<file path="config.mk">
export PLATFORM = sky130hd
export DESIGN_NAME = pmu_irq_ctrl
export DESIGN_NICKNAME = d
export VERILOG_FILES = /design/src/rtl/pmu_irq_pkg.sv /design/src/rtl/pmu_irq_edge.sv /design/src/rtl/pmu_irq_regs.sv /design/src/rtl/pmu_irq_sum.sv /design/src/rtl/pmu_irq_ctrl.sv
export SDC_FILE = /design/constraint.sdc
export NUM_CORES = 1
export LEC_CHECK = 0
export BUFFER_PORTS_ARGS = -buffer_cell sky130_fd_sc_hd__buf_2
export CELL_PAD_IN_SITES_DETAIL_PLACEMENT = 1
export CELL_PAD_IN_SITES_GLOBAL_PLACEMENT = 2
export CORE_MARGIN = 3
export CORE_UTILIZATION = 23
export CTS_CLUSTER_SIZE = 8
export DETAILED_ROUTE_END_ITERATION = 16
export GPL_TIMING_DRIVEN = 0
export PLACE_DENSITY_LB_ADDON = 0.1
export SLEW_MARGIN = 30
export SYNTH_ARGS = -nofsm -noshare
export SYNTH_HDL_FRONTEND = slang
export SYNTH_SLANG_ARGS = --single-unit
</file>
<file path="constraint.sdc">
create_clock -name clk -period 3.5 [get_ports clk]
set_input_delay 0.525 -clock clk [delete_from_list [all_inputs] [get_ports clk]]
set_output_delay 0.525 -clock clk [all_outputs]
set_load 0.1 [all_outputs]
</file>
<file path="src/rtl/pmu_irq_pkg.sv">
package pmu_irq_pkg;
    localparam int unsigned NUM_SRC_DEF  = 7;
    localparam int unsigned DATA_W_DEF   = 32;
    localparam int unsigned ADDR_W_DEF   = 8;
    localparam int unsigned PEND_OFF_DEF = 0;
    localparam int unsigned EN_OFF_DEF   = 4;

    typedef enum logic [1:0] {
        SEL_NONE = 2'd0,
        SEL_PEND = 2'd1,
        SEL_EN   = 2'd2
    } reg_sel_e;
endpackage

</file>
<file path="src/rtl/pmu_irq_edge.sv">
module pmu_irq_edge #(
    parameter int unsigned NUM_SRC = 7
) (
    input  logic               clk,
    input  logic               rst_n,
    input  logic [NUM_SRC-1:0] src_i,
    output logic [NUM_SRC-1:0] rise_o
);
    typedef struct packed {
        logic [NUM_SRC-1:0] prev;
    } edge_st_t;

    edge_st_t st_d, st_q;

    always_comb begin
        st_d      = st_q;
        st_d.prev = src_i;
    end

    always_ff @(posedge clk) begin
        if (!rst_n) st_q <= '0;
        else        st_q <= st_d;
    end

    for (genvar i = 0; i < NUM_SRC; i++) begin : g_rise
        assign rise_o[i] = src_i[i] & ~st_q.prev[i];
    end

    // A line that stays high does not produce a second edge.
    assert_held_no_edge_R8: assert property (@(posedge clk) disable iff (!rst_n)
        (rst_n && $past(rst_n)) |-> ((rise_o & $past(src_i)) == '0));
endmodule

</file>
<file path="src/rtl/pmu_irq_regs.sv">
module pmu_irq_regs #(
    parameter int unsigned NUM_SRC = 7
) (
    input  logic               clk,
    input  logic               rst_n,
    input  logic [NUM_SRC-1:0] rise_i,
    input  logic               wr_pend_i,
    input  logic               wr_en_reg_i,
    input  logic [NUM_SRC-1:0] wdata_i,
    output logic [NUM_SRC-1:0] pend_o,
    output logic [NUM_SRC-1:0] enab_o
);
    typedef struct packed {
        logic [NUM_SRC-1:0] pend;
        logic [NUM_SRC-1:0] enab;
    } reg_st_t;

    reg_st_t st_d, st_q;

    always_comb begin
        st_d = st_q;
        if (wr_pend_i) st_d.pend = wdata_i;
        // A hardware edge always wins over the written value.
        st_d.pend = st_d.pend | rise_i;
        if (wr_en_reg_i) st_d.enab = wdata_i;
    end

    always_ff @(posedge clk) begin
        if (!rst_n) st_q <= '0;
        else        st_q <= st_d;
    end

    assign pend_o = st_q.pend;
    assign enab_o = st_q.enab;

    // An edge always leaves its pending bit set, even under a clearing write.
    assert_edge_wins_R9: assert property (@(posedge clk) disable iff (!rst_n)
        rst_n |=> ((pend_o & $past(rise_i)) == $past(rise_i)));

    // Without a write, the only new pending bits are the ones that saw an edge.
    assert_only_edges_set_R7: assert property (@(posedge clk) disable iff (!rst_n)
        (rst_n && !wr_pend_i) |=> ((pend_o & ~$past(pend_o)) == ($past(rise_i) & ~$past(pend_o))));

    // The enable register moves only on a write to it.
    assert_enab_hold_R3: assert property (@(posedge clk) disable iff (!rst_n)
        (rst_n && !wr_en_reg_i) |=> $stable(enab_o));
endmodule

</file>
<file path="src/rtl/pmu_irq_sum.sv">
module pmu_irq_sum #(
    parameter int unsigned NUM_SRC = 7
) (
    input  logic               clk,
    input  logic               rst_n,
    input  logic [NUM_SRC-1:0] pend_i,
    input  logic [NUM_SRC-1:0] enab_i,
    output logic               irq_o
);
    typedef struct packed {
        logic irq;
    } sum_st_t;

    sum_st_t st_d, st_q;

    always_comb begin
        st_d     = st_q;
        st_d.irq = |(pend_i & enab_i);
    end

    always_ff @(posedge clk) begin
        if (!rst_n) st_q <= '0;
        else        st_q <= st_d;
    end

    assign irq_o = st_q.irq;

    assert_irq_follows_R5: assert property (@(posedge clk) disable iff (!rst_n)
        (rst_n && ((pend_i & enab_i) != '0)) |=> irq_o);
    assert_irq_quiet_R4: assert property (@(posedge clk) disable iff (!rst_n)
        (rst_n && ((pend_i & enab_i) == '0)) |=> !irq_o);
endmodule

</file>
<file path="src/rtl/pmu_irq_ctrl.sv">
module pmu_irq_ctrl
    import pmu_irq_pkg::*;
#(
    parameter int unsigned NUM_SRC  = NUM_SRC_DEF,
    parameter int unsigned DATA_W   = DATA_W_DEF,
    parameter int unsigned ADDR_W   = ADDR_W_DEF,
    parameter int unsigned PEND_OFF = PEND_OFF_DEF,
    parameter int unsigned EN_OFF   = EN_OFF_DEF
) (
    input  logic               clk,
    input  logic               rst_n,
    input  logic [NUM_SRC-1:0] src_i,
    input  logic [ADDR_W-1:0]  addr_i,
    input  logic               wr_en_i,
    input  logic [DATA_W-1:0]  wdata_i,
    output logic [DATA_W-1:0]  rdata_o,
    output logic               irq_o
);
    localparam int unsigned PAD_W = DATA_W - NUM_SRC;
    localparam logic [ADDR_W-1:0] PEND_A = ADDR_W'(PEND_OFF);
    localparam logic [ADDR_W-1:0] EN_A   = ADDR_W'(EN_OFF);

    reg_sel_e           sel;
    logic [NUM_SRC-1:0] rise;
    logic [NUM_SRC-1:0] pend;
    logic [NUM_SRC-1:0] enab;
    logic               unused_wdata_hi;

    assign unused_wdata_hi = ^wdata_i[DATA_W-1:NUM_SRC];

    always_comb begin
        if (addr_i == PEND_A)    sel = SEL_PEND;
        else if (addr_i == EN_A) sel = SEL_EN;
        else                     sel = SEL_NONE;
    end

    always_comb begin
        unique case (sel)
            SEL_PEND: rdata_o = {{PAD_W{1'b0}}, pend};
            SEL_EN:   rdata_o = {{PAD_W{1'b0}}, enab};
            default:  rdata_o = '0;
        endcase
    end

    pmu_irq_edge #(.NUM_SRC(NUM_SRC)) u_edge (
        .clk    (clk),
        .rst_n  (rst_n),
        .src_i  (src_i),
        .rise_o (rise)
    );

    pmu_irq_regs #(.NUM_SRC(NUM_SRC)) u_regs (
        .clk         (clk),
        .rst_n       (rst_n),
        .rise_i      (rise),
        .wr_pend_i   (wr_en_i && (sel == SEL_PEND)),
        .wr_en_reg_i (wr_en_i && (sel == SEL_EN)),
        .wdata_i     (wdata_i[NUM_SRC-1:0]),
        .pend_o      (pend),
        .enab_o      (enab)
    );

    pmu_irq_sum #(.NUM_SRC(NUM_SRC)) u_sum (
        .clk    (clk),
        .rst_n  (rst_n),
        .pend_i (pend),
        .enab_i (enab),
        .irq_o  (irq_o)
    );

    assert_unmapped_zero_R10: assert property (@(posedge clk) disable iff (!rst_n)
        (addr_i != PEND_A && addr_i != EN_A) |-> (rdata_o == '0));
    assert_upper_zero_R6: assert property (@(posedge clk) disable iff (!rst_n)
        rdata_o[DATA_W-1:NUM_SRC] == '0);
endmodule

</file>
==> results by group <==
Final layout
  • Diode count: 0
  • Layout Nets: 244
  • Share of cells above drive strength 1: roughly a third
  • Number of fill cells: 665
  • Design Area, Final: 1614 µm²
  • Area grow syn2layout: 31.10%

Floorplan
  • DIE WIDTH: about 80 µm
  • Num ports: 83
  • Site row count: 26
  • Die Span Y: 79.17 µm
  • Initial core utilization: 23.95%
  • Core ar.: 5140 µm²
  • Total Die Area: 6267 µm²

STA
  • Unrepaired setup endpoints after global routing: no
  • Slew headroom: 56.45%
  • Final Hold Fails: 0
  • Final setup fails: 0
  • Setup TNS: 0 ps
  • Fin crit share: 80.81%
  • Slew Limit Fails: 0
  • Worst Tran Pin Value: 648.4 ps
  • Worst hold margin: 475.2 ps
  • FMAX: 353.6 MHz
  • Clock Skew: 1.326 ps
  • Minimum clock period: between 2000 and 3000 ps

GRT
  • Initial antenna violation count: 0
  • Vias in the first global route: 1062
  • Grt ovf: 0
  • Overall routing resource usage: around 11%
  • Global-route wire length before repair: about 5200 µm
  • Largest net degree at the start of global routing: 13

Placed design
  • Post-DP Area: 1559 µm²
  • RD Place Congestion: 0.7813
  • Count of port buffers added during placement: 30
  • Detailed Place HPWL: between 2000 and 3000 µm

Hold path
  • HP Class: input port to flop
  • Hold endpoint: u_edge.st_q[3]
  • Hold path depth: 2
  • Worst Hold Launch: src_i[3]

Setup path
  • Reg2Reg Depth: 2
  • Worst r2r dst: u_sum.irq_o
  • Critical path buffers and inverters: 2
  • Crit path max-delay cell type: nor4_4
  • R2R setup slack: 2510 ps
  • CP max stage delay: 620 ps
  • RR Startpoint: u_regs.pend_o[4]
  • CP endpoint kind: primary output
  • Crit-path max FO: 10
  • CP Cell Sequence: buf_2, nor4_4, nand2_1, nor2_1, buf_2
  • Crit Path Class: input port to primary output
  • Worst EP arrival: 2300 ps
  • Worst path top cell family by delay: simple AND/OR/NAND/NOR gates
  • Most common cell on crit path: buf_2
  • Worst setup SP type: input port
  • Worst EP required: 2970 ps

Power
  • VDD IR max: ~0.00013 V
  • Power, Total: 642.6 µW
  • Power density cells: 398.1 nW/µm²
  • LEAKAGE: 0.8209 nW

Yosys
  • Area share of the largest cell type after synthesis: between 30% and 40%
  • Netlist cell types: 21
  • Synth cell count leaders: buf_4, dfxtp_1, nand2_1
  • Post-synth top area cell: dfxtp_1
  • Most common cell in the netlist: buf_4
  • Top cells by area, synth: dfxtp_1, buf_4, mux2i_1
  • Synthesized netlist cell count: 135
  • Top FF cell, synth: dfxtp_1
  • Synthesis-stage register bit count: 22
  • Synthesized area per cell: just over 9 µm²
  • Register area share after synthesis: around 36%
  • Mapped Area: 1231 µm²
  • Post-synth ARST share: 0%
  • YS warnings: 0
  • Number of enable flip-flop cells after synthesis: 0

Clock tree
  • Max H-tree Level: 1
  • Clock tree buffer depth: 2
  • Setup Buffers After CTS: 0
  • CTS root buffer: clkbuf_8
  • CTS Sinks: 22
  • CTS Buf Count: 3
  • TritonCTS clock tree: yes
  • Worst-Skew Late Latency: 260 ps
  • Clock transition at path regs: 80 ps
  • Hold buffer count at cts: 0
  • Quantity of gates resized following cts: 0

Route
  • # DRC: 0
  • Pre-antenna DRT Iters: 4
  • Routed length per instance: 12.68 µm
  • Vias per cell: 4.030
  • Total wire length: 3336 µm
  • Antenna Nets Post-Route: 0
  • DRT iter0 DRCs: 67
  • Via count: 1060

Job
  • Max capacitance violation total: 0

Status
  • Status: completed
-- registers in the layout, indices dropped and copies added, names as in the netlist --
register / cells
u_regs.enab_o: 7
u_regs.pend_o: 7
u_sum.irq_o: 1
u_edge.st_q: 7
-- power by group --
group	switching (mW)	internal (mW)	total [mW]	leakage [nW]
Sequential	0.00651	0.261	0.267	0.181
Combinational	0.149	0.0465	0.196	0.611
Clock	0.0793	0.100	0.179	0.0288
-- kinds of logic after synthesis --
family,Yosys count,share of synthesized area [%]
AO/OA/AOI/OAI,11,8.232
other,1,0.3046
flip-flops,22,35.77
multiplexers,14,11.38
AND/OR/NAND/NOR,55,26.52
buffers and inverters,32,17.78
-- layout by cell type (no fill, tap or decap) --
cell type and instances:
buf_2 31, buf_4 26, conb_1 25, dfxtp_1 22
nand2_1 15, mux2i_1 14, nor2_1 14, and2_1 7
nor2b_1 7, nand4b_1 7, o311a_1 7, clkbuf_1 4
clkbuf_8 4, a22oi_1 2, nor4_4 1, nor3_1 1
nor4b_4 1, nand3_2 1, and3b_1 1, a222oi_1 1
inv_1 1, a31oi_1 1
-- layer usage --
| metal | share of wire [%] | track usage, % | wire length, µm | up-vias |
|---|---|---|---|---|
| met5 | 0 | 0 | 0 | - |
| met4 | 0.93 | 3.608 | 31 | 0 |
| met3 | 6.3 | 2.494 | 209 | 2 |
| met2 | 51 | 18.43 | 1690 | 35 |
| met1 | 42 | 13.12 | 1405 | 491 |
| li1 | - | - | - | 532 |
-- cell type report --
class	instances	area [µm²]	share of cell area (%)
buffer	31	215.2	13.33
clock buffer	4	55.05	3.411
inverter	1	3.754	0.2326
multi-input combinational	105	661.9	41.01
sequential	22	440.4	27.29
tap	70	87.58	5.426
timing repair buffer	30	150.1	9.302
-- worst register-to-register path: stages, from the launching register on --
cell and delay [ps]:
dfxtp_1 340, a222oi_1 380, a31oi_1 140
-- worst max path at each step --
stage	from	endpoint	slack, ps	cells after the start
5_1_grt	addr_i[7]	rdata_o[2]	540	5
4_1_cts	addr_i[7]	rdata_o[4]	660	5
3_5_place_dp	addr_i[7]	rdata_o[4]	660	5
2_1_floorplan	addr_i[7]	rdata_o[0]	470	3
6_report	addr_i[7]	rdata_o[6]	670	5
3_3_place_gp	addr_i[7]	rdata_o[2]	650	5
-- per-stage QoR --
| stage | setup WS (ps) | instances | utilization, % |
|---|---|---|---|
| after floorplan | 470.5 | 159 | - |
| after global placement | 651.7 | 259 | 30.33 |
| after detailed placement | 659.1 | 259 | 30.33 |
| after CTS | 658.8 | 263 | 31.40 |
| after global routing | 538.4 | 263 | 31.40 |
| final | 671.6 | 263 | 31.40 |
Power figures use the tool's default switching activity.
